--- src/rtl/opf_pkg.sv ---
// Package: shared mode codes and sequencer states for the operand fetch unit.
// Assumes a 4-bit mode code; codes above MD_PREDEC are illegal.
package opf_pkg;
    localparam int MODE_W = 4;

    typedef enum logic [MODE_W-1:0] {
        MD_DIRECT  = 4'd0,
        MD_INDIR   = 4'd1,
        MD_PCREL   = 4'd2,
        MD_IMMED   = 4'd3,
        MD_INDEXED = 4'd4,
        MD_REG     = 4'd5,
        MD_REGIND  = 4'd6,
        MD_POSTINC = 4'd7,
        MD_PREDEC  = 4'd8
    } mode_e;

    typedef enum logic [1:0] {
        ST_IDLE = 2'd0,
        ST_CALC = 2'd1,
        ST_PTR  = 2'd2,
        ST_DATA = 2'd3
    } state_e;
endpackage

--- src/rtl/opf_ea_gen.sv ---
// Effective-address generator: purely combinational decode of the captured
// mode into an address, a read/indirect need, and a pointer-step value.
// Assumes the caller holds all inputs stable for the cycle they are used.
module opf_ea_gen
    import opf_pkg::*;
#(
    parameter int AW = 16
) (
    input  logic [MODE_W-1:0] mode_i,
    input  logic [AW-1:0]     fld_i,
    input  logic [AW-1:0]     pc_i,
    input  logic [AW-1:0]     idx_i,
    input  logic [AW-1:0]     reg_i,
    output logic [AW-1:0]     ea_o,
    output logic [AW-1:0]     step_o,
    output logic              need_rd_o,
    output logic              indir_o,
    output logic              step_we_o,
    output logic              legal_o
);
    localparam logic [AW-1:0] ONE = {{(AW-1){1'b0}}, 1'b1};

    // Decode mode into address and side-effect controls.
    always_comb begin
        ea_o      = fld_i;
        step_o    = reg_i;
        need_rd_o = 1'b0;
        indir_o   = 1'b0;
        step_we_o = 1'b0;
        legal_o   = 1'b1;
        case (mode_i)
            MD_DIRECT:  need_rd_o = 1'b1;
            MD_INDIR: begin
                need_rd_o = 1'b1;
                indir_o   = 1'b1;
            end
            MD_PCREL: begin
                ea_o      = fld_i + pc_i;
                need_rd_o = 1'b1;
            end
            MD_IMMED:   ;
            MD_INDEXED: begin
                ea_o      = fld_i + idx_i;
                need_rd_o = 1'b1;
            end
            MD_REG:     ;
            MD_REGIND: begin
                ea_o      = reg_i;
                need_rd_o = 1'b1;
            end
            MD_POSTINC: begin
                ea_o      = reg_i;
                step_o    = reg_i + ONE;
                step_we_o = 1'b1;
                need_rd_o = 1'b1;
            end
            MD_PREDEC: begin
                ea_o      = reg_i - ONE;
                step_o    = reg_i - ONE;
                step_we_o = 1'b1;
                need_rd_o = 1'b1;
            end
            default:    legal_o = 1'b0;
        endcase
    end
endmodule

--- src/rtl/opf_seq.sv ---
// Fetch sequencer: captures a request when idle, walks through address,
// pointer and data cycles, and returns a registered operand with a one-cycle
// done pulse. Assumes memory data is valid one cycle after a read strobe.
module opf_seq
    import opf_pkg::*;
#(
    parameter int AW  = 16,
    parameter int RSW = 3
) (
    input  logic              clk,
    input  logic              rst_n,
    input  logic              req_i,
    input  logic [MODE_W-1:0] mode_i,
    input  logic [AW-1:0]     fld_i,
    input  logic [RSW-1:0]    sel_i,
    input  logic [AW-1:0]     pc_i,
    input  logic [AW-1:0]     idx_i,
    output logic [MODE_W-1:0] mode_q,
    output logic [AW-1:0]     fld_q,
    output logic [RSW-1:0]    sel_q,
    output logic [AW-1:0]     pc_q,
    output logic [AW-1:0]     idx_q,
    input  logic [AW-1:0]     ea_i,
    input  logic              need_rd_i,
    input  logic              indir_i,
    input  logic              step_we_i,
    input  logic              legal_i,
    input  logic [AW-1:0]     reg_i,
    input  logic [AW-1:0]     mem_rdata_i,
    output logic              mem_rd_en_o,
    output logic [AW-1:0]     mem_addr_o,
    output logic              rf_we_o,
    output logic              done_o,
    output logic              err_o,
    output logic [AW-1:0]     operand_o
);
    state_e st;

    // State, captured fields and registered result.
    always_ff @(posedge clk) begin
        if (!rst_n) begin
            st        <= ST_IDLE;
            mode_q    <= '0;
            fld_q     <= '0;
            sel_q     <= '0;
            pc_q      <= '0;
            idx_q     <= '0;
            done_o    <= 1'b0;
            err_o     <= 1'b0;
            operand_o <= '0;
        end else begin
            done_o <= 1'b0;
            err_o  <= 1'b0;
            case (st)
                ST_IDLE: if (req_i) begin
                    mode_q <= mode_i;
                    fld_q  <= fld_i;
                    sel_q  <= sel_i;
                    pc_q   <= pc_i;
                    idx_q  <= idx_i;
                    st     <= ST_CALC;
                end
                ST_CALC: begin
                    if (!legal_i) begin
                        done_o    <= 1'b1;
                        err_o     <= 1'b1;
                        operand_o <= '0;
                        st        <= ST_IDLE;
                    end else if (need_rd_i) begin
                        st <= indir_i ? ST_PTR : ST_DATA;
                    end else begin
                        done_o    <= 1'b1;
                        operand_o <= (mode_q == MD_IMMED) ? fld_q : reg_i;
                        st        <= ST_IDLE;
                    end
                end
                ST_PTR:  st <= ST_DATA;
                ST_DATA: begin
                    done_o    <= 1'b1;
                    operand_o <= mem_rdata_i;
                    st        <= ST_IDLE;
                end
                default: st <= ST_IDLE;
            endcase
        end
    end

    // Memory and register-file strobes for the current state.
    always_comb begin
        mem_rd_en_o = ((st == ST_CALC) && legal_i && need_rd_i) || (st == ST_PTR);
        mem_addr_o  = (st == ST_PTR) ? mem_rdata_i : ea_i;
        rf_we_o     = (st == ST_CALC) && step_we_i;
    end

    // done lasts a single cycle.
    p_done_pulse_r12: assert property (@(posedge clk) disable iff (!rst_n)
        done_o |=> !done_o);
    // err is only ever reported with done.
    p_err_with_done_r11: assert property (@(posedge clk) disable iff (!rst_n)
        err_o |-> done_o);
    // an illegal code is answered on the next cycle.
    p_illegal_reply_r11: assert property (@(posedge clk) disable iff (!rst_n)
        (st == ST_CALC && !legal_i) |=> (done_o && err_o));
    // the pointer read is followed at once by a second read.
    p_second_read_r3: assert property (@(posedge clk) disable iff (!rst_n)
        (mem_rd_en_o && st == ST_CALC && indir_i) |=> mem_rd_en_o);
    // no read is issued while a result is being reported.
    p_no_read_at_done_r5: assert property (@(posedge clk) disable iff (!rst_n)
        done_o |-> !mem_rd_en_o);
endmodule

--- src/rtl/opfetch_unit.sv ---
// Operand fetch unit top: joins the sequencer and the address generator,
// drives the memory read port and the register-file port. Assumes an
// external register file with combinational read and clocked write.
module opfetch_unit
    import opf_pkg::*;
#(
    parameter int AW  = 16,
    parameter int RSW = 3
) (
    input  logic              clk,
    input  logic              rst_n,
    input  logic              req,
    input  logic [MODE_W-1:0] mode,
    input  logic [AW-1:0]     addr_fld,
    input  logic [RSW-1:0]    reg_sel,
    input  logic [AW-1:0]     pc,
    input  logic [AW-1:0]     idx,
    output logic              mem_rd_en,
    output logic [AW-1:0]     mem_addr,
    input  logic [AW-1:0]     mem_rdata,
    output logic [RSW-1:0]    rf_sel,
    input  logic [AW-1:0]     rf_rdata,
    output logic              rf_we,
    output logic [AW-1:0]     rf_wdata,
    output logic              done,
    output logic              err,
    output logic [AW-1:0]     operand
);
    localparam logic [AW-1:0] ONE = {{(AW-1){1'b0}}, 1'b1};

    logic [MODE_W-1:0] mode_q;
    logic [AW-1:0]     fld_q, pc_q, idx_q, ea, step;
    logic              need_rd, indir, step_we, legal;

    opf_seq #(.AW(AW), .RSW(RSW)) seq_i (
        .clk(clk), .rst_n(rst_n), .req_i(req), .mode_i(mode),
        .fld_i(addr_fld), .sel_i(reg_sel), .pc_i(pc), .idx_i(idx),
        .mode_q(mode_q), .fld_q(fld_q), .sel_q(rf_sel), .pc_q(pc_q),
        .idx_q(idx_q), .ea_i(ea), .need_rd_i(need_rd), .indir_i(indir),
        .step_we_i(step_we), .legal_i(legal), .reg_i(rf_rdata),
        .mem_rdata_i(mem_rdata), .mem_rd_en_o(mem_rd_en),
        .mem_addr_o(mem_addr), .rf_we_o(rf_we), .done_o(done),
        .err_o(err), .operand_o(operand)
    );

    opf_ea_gen #(.AW(AW)) ea_i (
        .mode_i(mode_q), .fld_i(fld_q), .pc_i(pc_q), .idx_i(idx_q),
        .reg_i(rf_rdata), .ea_o(ea), .step_o(step), .need_rd_o(need_rd),
        .indir_o(indir), .step_we_o(step_we), .legal_o(legal)
    );

    assign rf_wdata = step;

    // a register write is always a one-step move of the pointer.
    p_step_size_r9: assert property (@(posedge clk) disable iff (!rst_n)
        rf_we |-> (rf_wdata == rf_rdata + ONE || rf_wdata == rf_rdata - ONE));
    // a pointer write is paired with a read at the old or new pointer.
    p_step_read_r10: assert property (@(posedge clk) disable iff (!rst_n)
        rf_we |-> (mem_rd_en && (mem_addr == rf_rdata || mem_addr == rf_wdata)));
endmodule

--- config.mk ---
export PLATFORM = sky130hd
export DESIGN_NAME = opfetch_unit
export DESIGN_NICKNAME = d
export VERILOG_FILES = /design/src/rtl/opf_pkg.sv /design/src/rtl/opf_ea_gen.sv /design/src/rtl/opf_seq.sv /design/src/rtl/opfetch_unit.sv
export SDC_FILE = /design/constraint.sdc
export NUM_CORES = 1
export LEC_CHECK = 0
export BUFFER_PORTS_ARGS = -buffer_cell sky130_fd_sc_hd__buf_2
export CAP_MARGIN = 20
export CORE_AREA = 2 2 139 141
export CTS_BUF_LIST = sky130_fd_sc_hd__clkbuf_4 sky130_fd_sc_hd__clkbuf_8
export DETAILED_ROUTE_END_ITERATION = 8
export DIE_AREA = 0 0 141 143
export SYNTH_ARGS = -nofsm -noshare
export SYNTH_HDL_FRONTEND = slang
export SYNTH_SLANG_ARGS = --single-unit
--- constraint.sdc ---
create_clock -name clk -period 5.1 [get_ports clk]
set_input_delay 0.51 -clock clk [delete_from_list [all_inputs] [get_ports clk]]
set_output_delay 0.51 -clock clk [all_outputs]
set_load 0.01 [all_outputs]
==> results of run 1 <==
[layout by cell type, fill, tap and decap left out, drive strengths merged, types with 20 or more instances in the layout]
| cell | count |
|---|---|
| a21boi | 55 |
| a21oi | 37 |
| buf | 151 |
| dfxtp | 75 |
| ha | 20 |
| nand2 | 159 |
| nor2 | 54 |
| nor3 | 24 |
| o21ai | 28 |
| xnor2 | 20 |
[registers in the layout, summed over array words and instances, names as in the netlist, named ones only]
signal / cells
seq_i.fld_q: 16
seq_i.idx_q: 16
seq_i.operand_o: 16
seq_i.pc_q: 16
seq_i.mode_q: 4
seq_i.sel_q: 3
seq_i.done_o: 1
seq_i.err_o: 1
seq_i.st: 1
[worst register-to-register path, stage by stage, from the launching register on]
cell,delay (ns)
dfxtp_1,0.47
and2_1,0.65
nand2b_1,0.65
o211ai_1,0.33
o211a_1,0.21
[metal layers]
layer | track usage [%] | vias to the layer above | part of all wire (%)
met5 | 0 | - | 0
met4 | 5.84 | 0 | 1.9
met3 | 3.35 | 18 | 6.3
met2 | 29.6 | 199 | 45
met1 | 25.8 | 2573 | 47
li1 | - | 2804 | -
[power groups by stage]
stage	registers [uW]	logic [uW]	clock network, uW
2_1_floorplan	674	346	0
5_1_grt	686	594	531
3_5_place_dp	692	537	0
4_1_cts	679	539	511
3_3_place_gp	692	535	0
6_report	679	540	488
[cell families (layout without fill, tap and decap cells)]
kind of cell,after synthesis,count (layout)
mux,31,31
simple gates,297,297
xor+xnor,28,28
fa+ha+maj,21,21
flops,75,75
compound gates,208,208
buf+inv,72,177
[worst min path at each step]
stage / cells past startpoint / endpoint / slack (ns)
after floorplan: 2 / seq_i.idx_q[0] / 0.44
after global placement: 2 / seq_i.idx_q[4] / 0.45
after detailed placement: 2 / seq_i.idx_q[8] / 0.46
after CTS: 3 / seq_i.pc_q[13] / 0.34
after global routing: 3 / seq_i.pc_q[13] / 0.36
final: 3 / seq_i.pc_q[13] / 0.37
[area by class of cell]
| cell class | instances | area, um2 |
|---|---|---|
| fillers | 2016 | 12100 |
| multi-input cells | 585 | 3690 |
| flip-flops and latches | 75 | 1500 |
| repair buffers | 151 | 773 |
| well taps | 234 | 293 |
| clock buffers | 9 | 124 |
| clock inverters | 7 | 82.6 |
| inverters | 10 | 37.5 |
[per-stage QoR]
step	hold WS, ns	setup WS, ns
4_1_cts	0.343	0.251
3_5_place_dp	0.456	0.704
2_1_floorplan	0.440	1.38
5_1_grt	0.359	0.0446
3_3_place_gp	0.454	0.873
6_report	0.372	0.270
==> impl_metrics.py, run 1 <==
metrics = {
    "route": {
        "vias_per_cell": 5.22,
        "drc": 0,
        "wl_per_cell_um": 17.5,
        "drtIter0Drc": 491,
        "drt_pass1_iterations": 8,
        "wl_um": 18800,
        "vias": 5594,
        "ant_nets": 0,
    },
    "global_route": {
        "grt_overflow": 0,
        "grt_pass1_vias": 5305,
        "grt_max_degree": 75,
        "antenna_found_initial": 0,
        "grt_usage_pct": 18.6,
        "grt_pass1_wl_um": 29200,
    },
    "synth": {
        "synth_adder_area_share_pct": 4.94,
        "syn_inst": 732,
        "yosysMostFrequentCell": "nand2_1",
        "synth_top_family_by_area": "compound AO/OA/AOI/OAI gates",
        "synth_top_area_share_pct": 27.5,
        "ys_top_cells_by_count": "nand2_1 (159), dfxtp_1 (75), a21boi_0 (55)",
        "synth.avg_cell_area_um2": 7.47,
        "yosysUniqueCellTypes": 67,
        "synthArstFlopShare_pct": 0,
        "yosys.area.top_type": "dfxtp_1",
        "mappedNetlistArea_um2": 5470,
        "synth.area.top_cells": "dfxtp_1 (27%), nand2_1 (11%), a21boi_0 (7.5%), ha_1 (4.6%), nor2_1 (3.6%)",
        "synth.area.mux_share_pct": 6.02,
        "ys_seq_area_share_pct": 27.5,
        "synth_xor_area_share_pct": 4.48,
        "synthFlopType": "dfxtp_1",
        "synth_nets": 843,
        "synthSimpleGateAreaFrac_pct": 25.0,
        "synth_edf_count": 0,
        "ys_warn_count": 0,
        "synth_compound_area_share_pct": 26.7,
        "synth-seq-cells": 75,
    },
    "timing": {
        "skew_ns": 0.0128,
        "tightest_slew_ns": 0.963,
        "finalCriticalPeriod_ns": 4.83,
        "finalMaxSlewViolations": 0,
        "setup_viol": 0,
        "rsz0062_at_grt": "false",
        "finalSetupTns_ns": 0,
        "layout_worst_path_cycle_share_pct": 94.7,
        "fmax_mhz": 207,
        "hold_violations": 0,
        "max_slew_margin_pct": 35.5,
    },
    "placed_design": {
        "gp_congestion": 0.922,
        "dpl.hpwl_um": 14500,
        "dp.cells": 1055,
        "io_buffers": 144,
        "place_area_um2": 6290,
    },
    "power_and_ir_drop": {
        "p_comb_share_pct": 31.6,
        "p_sw_uw": 630,
        "leakagePower_uw": 0.00276,
        "p_total_uw": 1710,
        "ir_worst_vdd_uv": 133,
        "pwr-share-clk_pct": 28.6,
        "power_density_nw_per_um2": 263,
        "p_int_uw": 1080,
        "p_seq_share_pct": 39.8,
        "switching_share_pct": 36.9,
    },
    "floorplan": {
        "fp.dieW_um": 141,
        "dieArea_um2": 20200,
        "initial_core_util_pct": 29.4,
        "pin_count": 145,
        "fp-row-count": 50,
        "coreArea_um2": 18600,
        "die_h_um": 143,
    },
    "cells_and_area": {
        "drive_above_1_share_pct": 23.1,
        "syn_to_final_growth_pct": 18.8,
        "antennaDiodeCount": 0,
        "fin_util_pct": 35.0,
        "stdcell_area_um2": 6500,
        "nets": 943,
        "final_cells": 1071,
    },
    "cts": {
        "clk_latency_ns": 0.38,
        "clock-sinks": 75,
        "cts_hold_buf": 0,
        "clkTransAtPathRegs_ns": 0.09,
        "clockBufferDepth": 2,
        "cts_buffers": 9,
        "cts_resized": 0,
        "h-tree-depth": 3,
        "cts_setup_buffers": 0,
        "clock-root-buffer": "clkbuf_8",
        "tritoncts": "built",
    },
    "critical_path": {
        "cp_max_fo": 13,
        "slowest_stage": "nor4b_4",
        "crit_type": "reg -> out",
        "crit_top_cell": "nor3_1",
        "worstPathArrival_ns": 4.32,
        "path_depth": 11,
        "slowest_delay_ns": 0.73,
        "crit_end": "mem_addr[12]",
        "r2r_start": "seq_i.st[0]",
        "crit_buf_inv": 2,
        "rr_worst_depth": 4,
        "worstSetupStartpointType": "register",
        "cp-startpoint": "seq_i.mode_q[2]",
        "cpLargestDelayFamily": "simple AND/OR/NAND/NOR gates",
        "r2r_slack_ns": 2.67,
        "r2r-end": "seq_i.operand_o[0]",
        "critPathRequiredTime_ns": 4.59,
        "path_cells": "nor4b_4 -> buf_4 -> mux2_2 -> ha_1 -> a21oi_1 -> o21ai_0 -> nor3_1 -> mux2i_1 -> a2111oi_0 -> nor3_1 -> buf_2",
        "crit_path_end_kind": "primary output",
    },
    "run_status": {
        "outcome": "complete, no violations",
    },
    "min_path": {
        "min_path_type": "in -> reg",
        "hp-start": "pc[13]",
    },
    "flow_run": {
        "drv_cap": 0,
    },
}
Power figures use the tool's default switching activity.
==> run 2, diff against run 1 <==
SETUP_SLACK_MARGIN = 0.5   (was unset)
SYNTH_HIERARCHICAL = 1   (was unset)
==> run 2 against run 1 <==
Final area hardly changed. Power is 3.5% higher. Area after synthesis is 0.71% higher. Clock skew is 0.0012 ns lower. Wire length is 2.5% lower. Setup slack better by 0.50 ns. Fmax is 12% higher. Critical path depth is 1 higher. Critical endpoint is now mem_addr[14]. Largest power group unchanged. Highest routed layer unchanged.
==> impl_metrics.py, run 2 <==
metrics = {
    "synth": {
        "synth.area.top_cells": "dfxtp_1 (27%), nand2_1 (10%), a21boi_1 (6.8%), mux2_2 (6.5%), ha_1 (4.5%)",
        "synth_nets": 798,
        "ys_seq_area_share_pct": 27.3,
        "synth_top_area_share_pct": 27.3,
        "synth_adder_area_share_pct": 4.91,
        "synth_edf_count": 0,
        "synth-seq-cells": 75,
        "synth_xor_area_share_pct": 4.29,
        "yosys.area.top_type": "dfxtp_1",
        "synth.avg_cell_area_um2": 8.02,
        "synthArstFlopShare_pct": 0,
        "synth.area.mux_share_pct": 10.0,
        "synth_compound_area_share_pct": 23.1,
        "yosysMostFrequentCell": "nand2_1",
        "syn_inst": 687,
        "mappedNetlistArea_um2": 5510,
        "ys_warn_count": 6,
        "ys_top_cells_by_count": "nand2_1 (153), dfxtp_1 (75), a21boi_1 (50)",
        "synthFlopType": "dfxtp_1",
        "synth_top_family_by_area": "simple AND/OR/NAND/NOR gates",
        "synthSimpleGateAreaFrac_pct": 23.9,
        "yosysUniqueCellTypes": 70,
    },
    "cells_and_area": {
        "fin_util_pct": 35.0,
        "nets": 902,
        "antennaDiodeCount": 0,
        "layout_commonest_cell": "nand2_1",
        "syn_to_final_growth_pct": 18.1,
        "drive_above_1_share_pct": 27.0,
        "stdcell_area_um2": 6500,
        "final_cell_mix": "nand2_1 (153), buf_2 (144), dfxtp_1 (74)",
    },
    "floorplan": {
        "dieArea_um2": 20200,
        "coreArea_um2": 18600,
        "initial_core_util_pct": 29.6,
        "die_h_um": 143,
        "fp-row-count": 50,
        "pin_count": 145,
        "fp.dieW_um": 141,
    },
    "cts": {
        "tritoncts": "built",
        "clock-root-buffer": "clkbuf_8",
        "cts_setup_buffers": 0,
        "clock-sinks": 75,
        "clockBufferDepth": 2,
        "clkTransAtPathRegs_ns": 0.09,
        "h-tree-depth": 3,
        "clk_latency_ns": 0.37,
        "cts_buffers": 9,
    },
    "route": {
        "drc": 0,
        "wl_per_cell_um": 17.8,
        "vias_per_cell": 5.36,
        "vias": 5524,
        "drt_pass1_iterations": 5,
        "wl_um": 18300,
        "drtIter0Drc": 372,
        "ant_nets": 0,
    },
    "global_route": {
        "grt_overflow": 0,
        "met1_usage_pct": 25.7,
        "grt_usage_pct": 18.1,
        "grt_pass1_wl_um": 28600,
        "grt_pass1_vias": 5172,
        "globalRoute.busiestLayer": "met2",
        "antenna_found_initial": 0,
        "grtUsageMet3_pct": 3.25,
        "gr-usage-met2_pct": 28.3,
        "grt_max_degree": 93,
    },
    "timing": {
        "hold_slack_ns": 0.370,
        "max_slew_margin_pct": 29.9,
        "tightest_slew_ns": 1.05,
        "layout_worst_path_cycle_share_pct": 84.9,
        "finalCriticalPeriod_ns": 4.33,
        "hold_violations": 0,
        "rsz0062_at_grt": "false",
        "finalSetupTns_ns": 0,
        "skew_ns": 0.0116,
        "fmax_mhz": 231,
        "finalMaxSlewViolations": 0,
        "setup_viol": 0,
    },
    "critical_path": {
        "path_cells": "nor4b_4 -> mux2_2 -> ha_1 -> fa_1 -> nand3_1 -> nand2_1 -> a221oi_1 -> o21ai_0 -> xnor2_1 -> o21ai_0 -> mux2_2 -> buf_2",
        "cpLargestDelayFamily": "compound AO/OA/AOI/OAI gates",
        "crit_buf_inv": 1,
        "slowest_stage": "nor4b_4",
        "cp_max_fo": 14,
        "worstPathArrival_ns": 3.82,
        "crit_path_end_kind": "primary output",
        "critPathRequiredTime_ns": 4.59,
        "crit_type": "reg -> out",
        "worstSetupStartpointType": "register",
        "slowest_delay_ns": 0.48,
    },
    "power_and_ir_drop": {
        "ir_worst_vdd_uv": 160,
        "power_density_nw_per_um2": 272,
        "leakagePower_uw": 0.00277,
    },
    "flow_run": {
        "drv_cap": 0,
    },
    "placed_design": {
        "place_area_um2": 6240,
        "gp_congestion": 0.885,
        "dpl.hpwl_um": 13500,
        "io_buffers": 144,
    },
    "run_status": {
        "outcome": "complete, no violations",
    },
    "min_path": {
        "min_path_type": "in -> reg",
    },
}
## run 2: final timing paths
path	start	end	slack (ns)	depth (start not counted)
worst min-delay path	addr_fld[2]	seq_i/fld_q[2]	0.37	3
worst max-delay path	seq_i/mode_q[3]	mem_addr[14]	0.77	12
worst max register to register	seq_i/mode_q[1]	seq_i/operand_o[13]	2.84	3
worst min register to register	seq_i/idx_q[13]	seq_i/idx_q[13]	0.45	2
## run 2: repair_timing
item / CTS / global route
hold buffers: 0 / 0
endpoints found under the setup margin: 2 / 6
pin swaps: 0 / 1
resized for setup: 1 / 3
hold endpoints to repair: 0 / 0
## run 2: stage by stage
step / power, uW / instances / setup WS [ns]
6_report: 1770 / 1030 / 0.768
2_1_floorplan: 1020 / 687 / 1.28
3_5_place_dp: 1190 / 1014 / 0.898
4_1_cts: 1790 / 1030 / 0.539
3_3_place_gp: 1190 / 1014 / 0.992
5_1_grt: 1860 / 1030 / 0.508
## run 2: cells by family after synthesis
kind of cell | after synthesis
buffers and inverters | 65
muxes | 51
xor gates and xnor gates | 27
AOI/OAI and AO/OA | 181
and+or+nand+nor | 267
DFF | 75
adders and majority gates | 21
## run 2: layout make-up
class	count	area [um2]
well taps	234	293
clock inverters	6	113
multi-input cells	547	3660
fillers	1984	12100
flip-flops and latches	75	1500
inverters	8	30.0
clock buffers	10	138
repair buffers	150	769
## run 2: tightest hold or removal path, stage by stage
cell and delay [ns]:
buf_2 0.09, nand2_1 0.05, a21boi_1 0.05
## run 2: routing by layer
metal,share of wire [%],vias up
li1,-,2703
met1,48,2605
met2,44,196
met3,6.2,20
met4,1.8,0
met5,0,-
## run 2: power by group
group	internal, uW	switching [uW]	leakage, uW
Clock	339	247	0.000126
Sequential	629	59.2	0.000613
Combinational	205	288	0.00203
